--- config.mk ---
export PLATFORM = sky130hd
export DESIGN_NAME = ow_serial_slave
export DESIGN_NICKNAME = d
export VERILOG_FILES = /design/src/rtl/ow_pkg.sv /design/src/rtl/ow_line_mon.sv /design/src/rtl/ow_rom_seq.sv /design/src/rtl/ow_serial_slave.sv
export SDC_FILE = /design/constraint.sdc
export NUM_CORES = 1
export LEC_CHECK = 0
export BUFFER_PORTS_ARGS = -buffer_cell sky130_fd_sc_hd__buf_4
export CAP_MARGIN = 0
export CORE_MARGIN = 5
export CORE_UTILIZATION = 40
export DETAILED_ROUTE_END_ITERATION = 7
export GPL_ROUTABILITY_DRIVEN = 1
export PLACE_DENSITY = 0.65
export SYNTH_ARGS = -nofsm -noshare
export SYNTH_HDL_FRONTEND = slang
export SYNTH_SLANG_ARGS = --single-unit
--- constraint.sdc ---
create_clock -name clk -period 6.3 [get_ports clk]
set_input_delay 0.945 -clock clk [delete_from_list [all_inputs] [get_ports clk]]
set_output_delay 0.945 -clock clk [all_outputs]
set_load 0.005 [all_outputs]
--- src/rtl/ow_pkg.sv ---
package ow_pkg;

    // Protocol timing, in microseconds
    localparam int unsigned T_RESET_US   = 480;
    localparam int unsigned T_ABORT_US   = 120;
    localparam int unsigned T_SAMPLE_US  = 30;
    localparam int unsigned T_DRIVE_US   = 15;
    localparam int unsigned T_PD_WAIT_US = 30;
    localparam int unsigned T_PD_LOW_US  = 100;

    localparam int unsigned ID_BITS  = 64;
    localparam int unsigned IDX_W    = $clog2(ID_BITS);
    localparam int unsigned CMD_BITS = 8;

    localparam logic [7:0] FAMILY_CODE = 8'h01;
    localparam logic [7:0] OP_READ_A   = 8'h33;
    localparam logic [7:0] OP_READ_B   = 8'h0F;
    localparam logic [7:0] OP_SEARCH   = 8'hF0;

    typedef enum logic [2:0] {
        ST_IDLE,
        ST_PD_WAIT,
        ST_PD_LOW,
        ST_CMD,
        ST_READ,
        ST_S_BIT,
        ST_S_CMP,
        ST_S_DIR
    } ow_state_e;

    // Events the line monitor hands to the sequencer
    typedef struct packed {
        logic rst_done;   // line rose after a full-length reset low
        logic abort;      // line low past the abort threshold
        logic samp;       // write-slot sample instant
        logic bitv;       // synchronized line level
        logic drive_win;  // inside the read-slot drive window
    } line_ev_t;

    // Reflected CRC-8 (x^8+x^5+x^4+1), lowest bit first, init 0
    function automatic logic [7:0] crc8_56(input logic [55:0] data);
        logic [7:0] c;
        logic       fb;
        c = 8'h00;
        for (int i = 0; i < 56; i++) begin
            fb = c[0] ^ data[i];
            c  = c >> 1;
            if (fb) c = c ^ 8'h8C;
        end
        return c;
    endfunction

    function automatic logic [63:0] build_id(input logic [47:0] serial);
        logic [55:0] body;
        body = {serial, FAMILY_CODE};
        return {crc8_56(body), body};
    endfunction

    function automatic logic is_read_op(input logic [7:0] op);
        return (op == OP_READ_A) || (op == OP_READ_B);
    endfunction

endpackage

--- src/rtl/ow_line_mon.sv ---
module ow_line_mon
    import ow_pkg::*;
#(
    parameter int unsigned CYC_PER_US  = 4,
    parameter int unsigned SYNC_STAGES = 2
) (
    input  logic     clk,
    input  logic     rst,
    input  logic     bus_i,
    output line_ev_t ev
);
    localparam int unsigned RST_CYC = T_RESET_US  * CYC_PER_US;
    localparam int unsigned ABT_CYC = T_ABORT_US  * CYC_PER_US;
    localparam int unsigned SMP_CYC = T_SAMPLE_US * CYC_PER_US;
    localparam int unsigned DRV_CYC = T_DRIVE_US  * CYC_PER_US;
    localparam int unsigned LOW_W   = $clog2(RST_CYC + 1);
    localparam int unsigned SLT_W   = $clog2(SMP_CYC + 2);
    localparam int unsigned SH_W    = SYNC_STAGES + 1;

    logic [SH_W-1:0]  sync_q;
    logic [LOW_W-1:0] low_cnt;
    logic [SLT_W-1:0] slot_cnt;
    logic             armed_q;
    logic             line_now, line_prev, fall, rise;

    assign line_now  = sync_q[SYNC_STAGES-1];
    assign line_prev = sync_q[SYNC_STAGES];
    assign fall      = line_prev & ~line_now;
    assign rise      = ~line_prev & line_now;

    always_ff @(posedge clk) begin
        if (rst) begin
            sync_q   <= '1;
            low_cnt  <= '0;
            slot_cnt <= SLT_W'(SMP_CYC + 1);
            armed_q  <= 1'b0;
        end else begin
            sync_q <= {sync_q[SH_W-2:0], bus_i};

            if (line_now)
                low_cnt <= '0;
            else if (low_cnt != LOW_W'(RST_CYC))
                low_cnt <= low_cnt + 1'b1;

            if (rise)
                armed_q <= 1'b0;
            else if (low_cnt == LOW_W'(RST_CYC))
                armed_q <= 1'b1;

            if (fall)
                slot_cnt <= '0;
            else if (slot_cnt != SLT_W'(SMP_CYC + 1))
                slot_cnt <= slot_cnt + 1'b1;
        end
    end

    always_comb begin
        ev.rst_done  = rise & armed_q;
        ev.abort     = (low_cnt == LOW_W'(ABT_CYC));
        ev.samp      = (slot_cnt == SLT_W'(SMP_CYC));
        ev.bitv      = line_now;
        ev.drive_win = (slot_cnt < SLT_W'(DRV_CYC));
    end

endmodule

--- src/rtl/ow_rom_seq.sv ---
module ow_rom_seq
    import ow_pkg::*;
#(
    parameter int unsigned       CYC_PER_US = 4,
    parameter logic [ID_BITS-1:0] ID_VAL    = '0
) (
    input  logic             clk,
    input  logic             rst,
    input  line_ev_t         ev,
    output logic             pull_o,
    output ow_state_e        state_o,
    output logic [IDX_W-1:0] idx_o
);
    localparam int unsigned PDW_CYC = T_PD_WAIT_US * CYC_PER_US;
    localparam int unsigned PDL_CYC = T_PD_LOW_US  * CYC_PER_US;
    localparam int unsigned PD_W    = $clog2(PDL_CYC + 1);
    localparam logic [IDX_W-1:0] LAST_IDX = IDX_W'(ID_BITS - 1);
    localparam logic [IDX_W-1:0] LAST_CMD = IDX_W'(CMD_BITS - 1);

    ow_state_e          state;
    logic [IDX_W-1:0]   idx;
    logic [PD_W-1:0]    pd_cnt;
    logic [CMD_BITS-1:0] cmd_q;
    logic [CMD_BITS-1:0] cmd_next;
    logic               id_bit;
    logic               tx_zero;

    assign cmd_next = {ev.bitv, cmd_q[CMD_BITS-1:1]};
    assign id_bit   = ID_VAL[idx];

    always_comb begin
        case (state)
            ST_READ, ST_S_BIT: tx_zero = ~id_bit;
            ST_S_CMP:          tx_zero = id_bit;
            default:           tx_zero = 1'b0;
        endcase
    end

    always_ff @(posedge clk) begin
        if (rst) begin
            state  <= ST_IDLE;
            idx    <= '0;
            pd_cnt <= '0;
            cmd_q  <= '0;
            pull_o <= 1'b0;
        end else begin
            pull_o <= (state == ST_PD_LOW) | (ev.drive_win & tx_zero);
            if (ev.rst_done) begin
                state  <= ST_PD_WAIT;
                pd_cnt <= '0;
            end else if (ev.abort) begin
                state <= ST_IDLE;
            end else begin
                case (state)
                    ST_PD_WAIT: begin
                        pd_cnt <= pd_cnt + 1'b1;
                        if (pd_cnt == PD_W'(PDW_CYC - 1)) begin
                            state  <= ST_PD_LOW;
                            pd_cnt <= '0;
                        end
                    end
                    ST_PD_LOW: begin
                        pd_cnt <= pd_cnt + 1'b1;
                        if (pd_cnt == PD_W'(PDL_CYC - 1)) begin
                            state <= ST_CMD;
                            idx   <= '0;
                        end
                    end
                    ST_CMD: if (ev.samp) begin
                        cmd_q <= cmd_next;
                        idx   <= idx + 1'b1;
                        if (idx == LAST_CMD) begin
                            idx <= '0;
                            if (is_read_op(cmd_next))       state <= ST_READ;
                            else if (cmd_next == OP_SEARCH) state <= ST_S_BIT;
                            else                            state <= ST_IDLE;
                        end
                    end
                    ST_READ: if (ev.samp) begin
                        if (idx == LAST_IDX) state <= ST_IDLE;
                        else                 idx   <= idx + 1'b1;
                    end
                    ST_S_BIT: if (ev.samp) state <= ST_S_CMP;
                    ST_S_CMP: if (ev.samp) state <= ST_S_DIR;
                    ST_S_DIR: if (ev.samp) begin
                        if (ev.bitv != id_bit || idx == LAST_IDX) begin
                            state <= ST_IDLE;
                        end else begin
                            idx   <= idx + 1'b1;
                            state <= ST_S_BIT;
                        end
                    end
                    default: ;
                endcase
            end
        end
    end

    assign state_o = state;
    assign idx_o   = idx;

endmodule

--- src/rtl/ow_serial_slave.sv ---
module ow_serial_slave
    import ow_pkg::*;
#(
    parameter int unsigned CYC_PER_US = 4,
    parameter logic [47:0] SERIAL     = 48'h5A3C_96E1_0F2B
) (
    input  logic clk,
    input  logic rst,
    input  logic bus_i,
    output logic bus_pull_o
);
    localparam logic [ID_BITS-1:0] ID_VAL = build_id(SERIAL);

    line_ev_t         ev;
    ow_state_e        state;
    logic [IDX_W-1:0] idx;

    ow_line_mon #(
        .CYC_PER_US (CYC_PER_US),
        .SYNC_STAGES(2)
    ) u_mon (
        .clk  (clk),
        .rst  (rst),
        .bus_i(bus_i),
        .ev   (ev)
    );

    ow_rom_seq #(
        .CYC_PER_US(CYC_PER_US),
        .ID_VAL    (ID_VAL)
    ) u_seq (
        .clk    (clk),
        .rst    (rst),
        .ev     (ev),
        .pull_o (bus_pull_o),
        .state_o(state),
        .idx_o  (idx)
    );

endmodule

; ---- Word level (Yosys, flattened, before mapping)
; Memory sizes are Yosys's and may differ from the RTL's. A register that Yosys moved wholly into a read port is not among the register bits.
; Cells that the tools add are included.
[op_classes]
muxes = 31
n_reduce_logical = 18
n_addsub = 4
bitwise = 10
n_lt_le_gt_ge = 2
eq_ne = 40
[ops]
columns = op, count
row1 = 6-bit 2-to-1 mux, 9
row2 = 3-bit 2-to-1 mux, 12
row3 = "4-bit inequality test, second input constant", 6
row4 = 6-bit one-hot mux with 4 select lines, 1
row5 = 3-bit one-hot mux with 7 select lines, 1
row6 = 10-bit AND reduction, 2
row7 = 9-bit one-hot mux with 2 select lines, 1
row8 = "2-bit inequality test, second input constant", 8
row9 = 7-bit 2-to-1 mux, 2
row10 = "3-bit == test, second input constant", 4
row11 = "4-bit by 3-bit inequality test with 1-bit output, second input constant", 3
row12 = "11-bit by 1-bit adder with 11-bit output, second input constant", 1
row13 = "11-bit == test, second input constant", 1
row14 = "11-bit by 9-bit == test with 1-bit output, second input constant", 1
row15 = "11-bit inequality test, second input constant", 1
row16 = 2-bit OR reduction, 5
row17 = "9-bit by 1-bit adder with 9-bit output, second input constant", 1
row18 = "9-bit by 7-bit == test with 1-bit output, second input constant", 1
row19 = "9-bit == test, second input constant", 1
row20 = 9-bit 2-to-1 mux, 1
row21 = 9-bit AND reduction, 1
row22 = 9-bit nonzero test, 1
row23 = "8-bit by 4-bit == test with 1-bit output, second input constant", 1
row24 = "8-bit by 6-bit == test with 1-bit output, second input constant", 1
row25 = 25 further kinds, 39
[totals]
elab_cells = 117
regBits = 49
mem_bits_ro = 64
inputBits = 3
memories = 1
output_inout_bits = 1
[mem_list]
columns = memory, depth, width, read_ports, rd_clocked_by_memory_dff, wr, line_no
row1 = (no name shown), 64, 1, 1, 1, 0, ow_rom_seq.sv:29  ; assign id_bit = ID_VAL[idx];

; ---- Logic depth before layout (Yosys ltp)
; Gate-level depths: netlist of run 1.
[logic_depth]
depth_word = 9
depth_mapped = 14
ltp_nobuf = 14

; ---- Cells and area by module
; A second synthesis of run 1 with hierarchy kept.
[hier_totals]
hier_cells = 339
hier_area_um2 = 2862.7
[by_module_without_submodules]
columns = mod, area_per_inst_um2, cells_per_inst, seq_area_each_um2, n_inst
row1 = ow_rom_seq, 1744.2, 215, 540.5, 1
row2 = ow_line_mon, 1118.6, 124, 440.4, 1

; ---- Worst setup path before layout of run 1
; OpenSTA, ideal clock, no wires.
[synth_path]
kind = register -> register
from = register u_seq.pd_cnt[0]
to = register, netlist name u_seq.id_bit
path_buffers = 0
t_arrival_ps = 2972
setup_ps = 122
path_stages_with_launch = 12
path_slack_ps = 3206
period_less_slack_ps = 3094
required_time_ps = 6178
path_cell_list = dfxtp_1 ha_1 nand3_1 o41ai_2 or3b_4 nor3_4 a22o_1 inv_1 ha_1 a221o_1 o211a_1 a311o_1
[synth_rtl]
columns = element, line_no
row1 = from (decl), ow_rom_seq.sv:22  ; logic [PD_W-1:0] pd_cnt;
row2 = from (signal assigned), ow_rom_seq.sv:56  ; pd_cnt <= pd_cnt + 1'b1;
row3 = from (signal assigned), ow_rom_seq.sv:63  ; pd_cnt <= pd_cnt + 1'b1;

==> results of run 1 <==
[flip-flops by register name, summed over array words and instances (netlist names)]
register / flops
u_seq.state_o: 3
u_seq.cmd_q: 7
u_mon.armed_q: 1
u_seq.idx_o: 6
u_seq.id_bit: 1
u_seq.pull_o: 1
u_mon.low_cnt: 11
u_mon.slot_cnt: 7
u_mon.sync_q: 3
u_seq.pd_cnt: 9
[cells in the mapped netlist (3+ instances only)]
| master | instances |
|---|---|
| and3_1 | 7 |
| a31oi_1 | 3 |
| a21oi_1 | 9 |
| nor3b_1 | 3 |
| or2_2 | 5 |
| nor3_1 | 3 |
| xor2_1 | 15 |
| dfxtp_1 | 49 |
| o22ai_1 | 3 |
| xnor2_1 | 10 |
| nor4b_1 | 3 |
| a22oi_1 | 4 |
| nand4_1 | 6 |
| o21ai_0 | 9 |
| mux2i_1 | 10 |
| nand3_1 | 25 |
| nor2_1 | 52 |
| nand2_1 | 16 |
| o31ai_4 | 3 |
| o211ai_1 | 4 |
| clkbuf_1 | 5 |
| inv_1 | 17 |
| ha_1 | 12 |
[power breakdown]
group	internal, W	switching (W)	leakage [nW]	total (W)
combinational	0.0000304	0.0000367	0.648	0.0000671
sequential	0.000321	0.0000129	0.397	0.000334
clock	0.0000869	0.000101	0.0433	0.000188
[critical path, stage by stage (launching register included)]
cell and delay, ps:
dfxtp_1 380, ha_1 200, nand3_1 130, o41ai_2 380, or3b_4 470, nor3_4 270, a22o_1 270, inv_1 100
ha_1 320, a221o_1 330, o211a_1 110, a311o_1 320
[cell usage in the layout, fill, tap and decap left out, types with 2 or more instances in the layout]
master    count
o21ai_0       9
nand4_1       6
o31a_1        2
and3_1        7
or4_1         2
inv_1        17
mux2i_1      10
a31oi_1       3
or3_1         2
ha_1         12
nor4b_1       3
a211oi_1      2
o31ai_4       3
o22ai_1       3
a21oi_1       9
and2_1        2
nor3_1        3
clkbuf_8      6
a22oi_1       4
o211ai_1      4
nor2_1       52
nand3_1      25
nor3b_1       3
or2_2         5
xnor2_1      10
buf_4         3
dfxtp_1      49
nand2_1      16
xor2_1       15
[worst paths after layout]
path / start / endpoint / depth (start not counted) / slack [ps]
max: u_seq.pd_cnt[1] / u_seq.id_bit / 11 / 2910
min: u_mon.sync_q[0] / u_mon.sync_q[1] / 1 / 420
max reg2reg: u_seq.pd_cnt[1] / u_seq.id_bit / 11 / 2910
min reg2reg: u_mon.sync_q[0] / u_mon.sync_q[1] / 1 / 420
[through the flow]
step                      cells  total power, W
after floorplan             320        0.000395
after global placement      409        0.000406
after detailed placement    409        0.000409
after CTS                   416        0.000595
after global routing        416        0.000622
final                       416        0.000589
[layout make-up]
cell class              count  area [um2]
inverters                  17        63.8
multi-input cells         244        1670
clock buffers               6        82.6
flip-flops and latches     49         981
well taps                  96         120
clock inverters             1        7.51
repair buffers              3        22.5
fillers                   680        3850
[metal layers]
metal / up-vias / global-route usage / part of all wire
met5: - / 0 / 0
met4: 0 / 0.0488 / 0.015
met3: 8 / 0.0217 / 0.021
met2: 19 / 0.204 / 0.45
met1: 1020 / 0.167 / 0.51
li1: 1130 / - / -
[kinds of logic (layout without fill, tap and decap cells)]
group,count (synthesis),after routing,synth area share
mux,12,12,0.0440
fa+ha+maj,12,12,0.0539
compound gates,54,54,0.156
xor+xnor,25,25,0.0787
flops,49,49,0.352
simple gates,141,141,0.267
buf+inv,27,27,0.0490
==> reports/results.ini, run 1 <==
[sta]
clock.fmax_ghz=0.295
hold_viol_final=0
drv_slew=0
finalCriticalPeriod_ps=3390
max_slew_margin=0.641
setup_violations=0
setup_tns_ps=0
timing.final.ws_setup_ps=2910
holdWs_ps=419
post-route-period-util=0.538
clock-skew-final_ps=4.56
tightestPinTransition_ps=538
rsz0062_at_grt=false

[clock_tree]
cts.sinks=49
cts_resized=0
cts_tree=done
holdBufCountCts=0
cts_buffers=5
cts_buffer_depth=2
clk_pin_slew_ps=90
root_buffer=clkbuf_8
cts_setup_buffers=0
htree_num_levels=2
clk_latency_ps=300

[logic_synthesis]
seq_area_frac_synth=0.352
synth_top_area_frac=0.352
synth.largest_area_cell=dfxtp_1
synth.avg_cell_area_um2=8.70
synthFlopType=dfxtp_1
synthCells=320
synth_nets=335
syn_area_um2=2780
yosysWarnings=0
async_flop_share=0
synth_edf_count=0
synth_seq_cells=49
synthTopCellsByArea=dfxtp_1, nor2_1, ha_1
synth.distinct_cells=64

[grt]
grt_pass1_vias=2049
antenna_found_initial=0
grt_pass1_wl_mm=9.14
grt_overflow_total=0
grt_max_degree=23
grt_use_total=0.126

[placement]
numPortBuffers=3
dp_slack_ps=2930
gp_congestion=0.857
hpwl_mm=3.82
place_area_um2=2850

[worst_setup_path]
worstPathRequired_ps=6490
critPathLaunchType=register
worstPathMaxFanout=5
crit_type=reg -> reg
critPathArrivalTime_ps=3580
end_kind=register

[drt]
viasPerCell=5.23
drtAntennaViolNets=0
wl_per_cell_um=12.6
drtIter0Drc=128
routed_wl_mm=5.25
dr_total_vias=2177
drt_pass1_iterations=4
drc=0

[floorplan]
die_y_um=93.4
io_pins=4
die_w_um=93.4
start_util=0.410
core_area_um2=6790
rows=30
fp.dieArea_um2=8730

[finish]
final_nets=335
area_growth_pct=5.75
diodes=0
fin_area_um2=2940
final_core_util=0.433
drive_gt1_frac=0.0906

[power_and_ir_drop]
leakagePower_nw=1.09
p_per_area_nw_per_um2=200
ir_drop_v=0.000155

[job]
cap_viol_max_count=0

[min_path]
hold_class=reg -> reg

[outcome]
status=finished clean

No activity file was read; power rests on OpenSTA's default activity.
==> run 2: changes to the inputs <==
==> constraint.sdc (replaced) <==
create_clock -name clk -period 3.15 [get_ports clk]
set_input_delay 0.4725 -clock clk [delete_from_list [all_inputs] [get_ports clk]]
set_output_delay 0.4725 -clock clk [all_outputs]
set_load 0.005 [all_outputs]
==> run 2 against run 1 <==
Against the previous run:
- register-to-register slack lost 2800 ps
- non-clock buffer count increased by 32
- clock skew rose by 2.1 ps
- cell count up 7.9%
- via count up 6.2%
- sequential power rose by 99%
- global-route usage rose by 1.2 points
- critical endpoint unchanged
- largest power group unchanged
==> reports/results.ini, run 2 (synthesis results as in run 1) <==
[sta]
setup_tns_ps=0  ; unchanged
clock-skew-final_ps=6.67  ; +2.11 ps
tightestPinTransition_ps=464  ; -73.3 ps
post-route-period-util=0.967  ; +0.429
max_slew_margin=0.689  ; +0.0482
finalCriticalPeriod_ps=3050  ; -345 ps
drv_slew=0  ; unchanged
setup_violations=0  ; unchanged
clock.fmax_ghz=0.328  ; +11%
hold_viol_final=0  ; unchanged

[floorplan]
io_pins=4  ; unchanged
die_w_um=93.4  ; unchanged
fp.dieArea_um2=8730  ; unchanged
start_util=0.410  ; unchanged
die_y_um=93.4  ; unchanged
core_area_um2=6790  ; unchanged
rows=30  ; unchanged

[finish]
reg.largest.list=u_mon.low_cnt: 11 flops, u_seq.pd_cnt: 9 flops
diodes=0  ; unchanged
largest_register_ffs=11  ; unchanged
final_core_util=0.484  ; +0.0505
final_nets=367  ; +9.6%
drive_gt1_frac=0.235  ; +0.145
regMostFlops=u_mon.low_cnt
fin_cells=449  ; +7.9%
final_common_cell=nor2_1
fin_area_um2=3290  ; +12%
layout_common_cells=nor2_1, dfxtp_1, buf_4
area_growth_pct=18.1

[clock_tree]
cts_buffers=5  ; unchanged
holdBufCountCts=0  ; unchanged
clk_latency_ps=300  ; about the same
clk_pin_slew_ps=80  ; about the same
root_buffer=clkbuf_8
cts_tree=done
htree_num_levels=2  ; unchanged
cts_buffer_depth=2  ; unchanged
cts.sinks=49  ; unchanged

[grt]
grt_use_total=0.138  ; +0.0119
grt_pass1_vias=2254  ; +10%
antenna_found_initial=0  ; unchanged
grt_max_degree=23  ; unchanged
grt_overflow_total=0  ; unchanged
grt_pass1_wl_mm=10.0  ; +9.8%

[drt]
drtAntennaViolNets=0  ; unchanged
drtIter0Drc=134  ; +4.7%
dr_total_vias=2312  ; +6.2%
drt_pass1_iterations=4  ; unchanged
viasPerCell=5.15  ; -1.6%
routed_wl_mm=5.69  ; +8.4%
drc=0  ; unchanged
wl_per_cell_um=12.7  ; +0.42%

[worst_setup_path]
critPathArrivalTime_ps=3240  ; -340 ps
end_kind=register
crit_type=reg -> reg
worstPathMaxFanout=3  ; -2
critPathLaunchType=register
worstPathRequired_ps=3340  ; -3150 ps

[placement]
placedCellCount=433  ; +5.9%
hpwl_mm=4.14  ; +8.3%
gp_congestion=0.832  ; -2.9%
numPortBuffers=3  ; unchanged
place_area_um2=3030  ; +6.3%

[outcome]
status=finished clean

[job]
cap_viol_max_count=0  ; unchanged

[power_and_ir_drop]
ir_drop_v=0.000311  ; +100%
leakagePower_nw=1.26  ; +16%
p_per_area_nw_per_um2=355  ; +78%

[min_path]
hold_class=in -> reg

-- run 2: cell type report --
type                    count  area, um2
clock inverters             1       7.51
repair buffers             35        267
multi-input cells         244       1760
inverters                  17       63.8
flip-flops and latches     49        988
well taps                  96        120
clock buffers               7       76.3
fillers                   674       3510
-- run 2: worst max-delay path, stage by stage, from the launching register on --
cell and delay, ps:
dfxtp_2 330, inv_1 40, ha_1 190, nor4b_4 140
a31o_2 290, or3b_4 430, nor3_4 220, a22oi_2 100
nor2_2 130, inv_2 60, buf_4 140, ha_4 210
a221o_1 300, o211a_1 120, a311o_1 260
-- run 2: timing repair --
item / 4_1_cts / 5_1_grt
setup buffers: 3 / 5
pin swaps: 4 / 11
setup endpoints to repair: 1 / 1
gates resized for setup: 8 / 20
-- run 2: routing by layer --
layer | routed length (um) | share of wire | vias to the layer above | track usage
met5 | 0 | 0 | - | 0
met4 | 73 | 0.013 | 0 | 0.0452
met3 | 81 | 0.014 | 6 | 0.0217
met2 | 2740 | 0.48 | 12 | 0.234
met1 | 2800 | 0.49 | 1093 | 0.179
li1 | - | - | 1201 | -
-- run 2: power breakdown --
| group | total, W | switching [W] | internal [W] |
|---|---|---|---|
| logic | 0.000143 | 0.0000804 | 0.0000624 |
| clock network | 0.000360 | 0.000203 | 0.000157 |
| registers | 0.000665 | 0.0000232 | 0.000642 |
-- run 2: final timing paths --
kind / startpoint / to / slack, ps / depth (start not counted)
min: bus_i / u_mon.sync_q[0] / 350 / 2
max reg2reg: u_mon.low_cnt[0] / u_seq.id_bit / 100 / 14
max: u_mon.low_cnt[0] / u_seq.id_bit / 100 / 14
min reg2reg: u_mon.sync_q[0] / u_mon.sync_q[1] / 420 / 1
-- run 2: through the flow --
step	hold slack (ps)	power, W	setup slack [ps]
after CTS	345	0.00118	16.2
after detailed placement	403	0.000819	-72.2
after floorplan	389	0.000790	55.9
final	353	0.00117	105
after global routing	345	0.00123	-24.3
after global placement	391	0.000812	86.2
==> run 3: changes to the inputs <==
--- a/config.mk
+++ b/config.mk
@@ -12,6 +12,7 @@
 export DETAILED_ROUTE_END_ITERATION = 7
 export GPL_ROUTABILITY_DRIVEN = 1
 export PLACE_DENSITY = 0.65
+export RECOVER_POWER = 50
 export SYNTH_ARGS = -nofsm -noshare
 export SYNTH_HDL_FRONTEND = slang
 export SYNTH_SLANG_ARGS = --single-unit
==> run 3 against run 2 <==
Against the previous run:
- non-clock buffer count did not move
- largest power group unchanged
- sequential share of layout area about the same
- maximum frequency rose by 0.22%
- hold slack about the same
- worst setup slack gained 6.6 ps
==> reports/results.ini, run 3 (synthesis results as in run 1) <==
[clock_tree]
cts.sinks=49  ; unchanged
clk_latency_ps=300  ; about the same
root_buffer=clkbuf_8
clk_pin_slew_ps=90  ; about the same
htree_num_levels=2  ; unchanged
cts_buffers=5  ; unchanged
cts_tree=done
holdBufCountCts=0  ; unchanged
cts_buffer_depth=2  ; unchanged

[sta]
clock-skew-final_ps=6.23  ; -0.437 ps
setup_violations=0  ; unchanged
max_slew_margin=0.573  ; -0.117
tightestPinTransition_ps=641  ; +177 ps
post-route-period-util=0.965  ; -0.00210
hold_viol_final=0  ; unchanged
clock.fmax_ghz=0.329  ; +0.22%
drv_slew=0  ; unchanged
finalCriticalPeriod_ps=3040  ; -6.61 ps

[worst_setup_path]
reg2reg_slack_ps=110  ; about the same
reg2reg_depth=14  ; unchanged
worstPathRequired_ps=3340  ; about the same
cp-endpoint=u_seq.id_bit
critPathLaunchType=register
worstPathMaxFanout=3  ; unchanged
critPathArrivalTime_ps=3230  ; about the same
rr_startpoint=u_mon.low_cnt[0]
crit_type=reg -> reg
r2r_end=u_seq.id_bit
end_kind=register
critPathLaunch=u_mon.low_cnt[0]

[power_and_ir_drop]
ir_drop_v=0.000313  ; +0.57%
p_per_area_nw_per_um2=356  ; +0.31%
power_w=0.00117  ; +0.19%
leakagePower_nw=1.26  ; -0.33%

[min_path]
hold_class=in -> reg

[floorplan]
rows=30  ; unchanged
start_util=0.410  ; unchanged
io_pins=4  ; unchanged
die_w_um=93.4  ; unchanged
die_y_um=93.4  ; unchanged
core_area_um2=6790  ; unchanged
fp.dieArea_um2=8730  ; unchanged

[finish]
fin_cells=449  ; unchanged
final_common_cell=nor2_1
reg.largest.list=u_mon.low_cnt: 11 flops, u_seq.pd_cnt: 9 flops
layout_common_cells=nor2_1, dfxtp_1, buf_4
fill_cells=676  ; +0.30%
drive_gt1_frac=0.229  ; -0.00567
area_growth_pct=17.9
regMostFlops=u_mon.low_cnt
diodes=0  ; unchanged
final_nets=367  ; unchanged
final_core_util=0.483  ; -0.000553
largest_register_ffs=11  ; unchanged

[grt]
grt_use_total=0.138  ; unchanged
grt_pass1_wl_mm=10.0  ; unchanged
grt_pass1_vias=2254  ; unchanged
grt_max_degree=23  ; unchanged
grt_overflow_total=0  ; unchanged
antenna_found_initial=0  ; unchanged

[outcome]
status=finished clean

[job]
cap_viol_max_count=0  ; unchanged

[drt]
viasPerCell=5.16  ; +0.22%
drc=0  ; unchanged
drt_pass1_iterations=4  ; unchanged
dr_total_vias=2317  ; +0.22%
wl_per_cell_um=12.7  ; +0.33%
routed_wl_mm=5.71  ; +0.33%
drtAntennaViolNets=0  ; unchanged
drtIter0Drc=147  ; +9.7%

[placement]
numPortBuffers=3  ; unchanged
hpwl_mm=4.14  ; unchanged
gp_congestion=0.832  ; unchanged
placedCellCount=433  ; unchanged

## run 3: cell count changes in the layout (fill, tap and decap cells not counted), sizes merged
cell	previous run	this run
buf	35	33
clkbuf	7	9
## run 3: routing by layer
metal,track usage,share of wire
met1,0.179,0.49
met2,0.234,0.48
met3,0.0217,0.018
met4,0.0452,0.013
met5,0,0
## run 3: worst min path at each step
| stage | startpoint | endpoint | slack, ps | cells past startpoint |
|---|---|---|---|---|
| 2_1_floorplan | u_mon.sync_q[0] | u_mon.sync_q[1] | 390 | 1 |
| 3_3_place_gp | u_mon.sync_q[0] | u_mon.sync_q[1] | 390 | 1 |
| 3_5_place_dp | u_mon.sync_q[0] | u_mon.sync_q[1] | 400 | 1 |
| 4_1_cts | bus_i | u_mon.sync_q[0] | 340 | 2 |
| 5_1_grt | bus_i | u_mon.sync_q[0] | 340 | 2 |
| 6_report | bus_i | u_mon.sync_q[0] | 350 | 2 |
## run 3: repair_timing
action | in CTS | in global routing
setup endpoints to repair | 1 | 1
buffers inserted | 3 | 5
pin swaps | 4 | 11
endpoints found under the hold margin | 0 | 0
resized for setup | 8 | 20
cloned | 0 | 0
## run 3: layout make-up
class	instances	area, um2	area share
clock inverters	1	7.51	0.00229
well taps	96	120	0.0366
flip-flops and latches	49	988	0.301
inverters	17	63.8	0.0194
multi-input cells	244	1760	0.537
clock buffers	7	76.3	0.0232
repair buffers	35	263	0.0800
## run 3: critical path, stage by stage (launching register included)
cell and delay (ps):
dfxtp_2 330, inv_1 40, ha_1 190, nor4b_4 140, a31o_2 290, or3b_4 430
nor3_4 220, a22oi_2 100, nor2_2 130, inv_2 60, buf_4 140, ha_4 210
a221o_1 300, o211a_1 120, a311o_1 260
## run 3: where the power goes
| part | switching (W) | internal, W | total, W |
|---|---|---|---|
| registers | 0.0000231 | 0.000642 | 0.000665 |
| clock network | 0.000206 | 0.000158 | 0.000363 |
| logic | 0.0000804 | 0.0000619 | 0.000142 |
## run 3: per-stage QoR
step / setup TNS (ps) / setup WS (ps) / hold slack (ps) / instance area, um2
2_1_floorplan: 0 / 55.9 / 389 / 2780
3_3_place_gp: 0 / 86.2 / 391 / 3030
3_5_place_dp: -72.2 / -72.2 / 403 / 3030
4_1_cts: 0 / 16.2 / 345 / 3180
5_1_grt: -24.3 / -24.3 / 345 / 3280
6_report: 0 / 111 / 353 / 3280
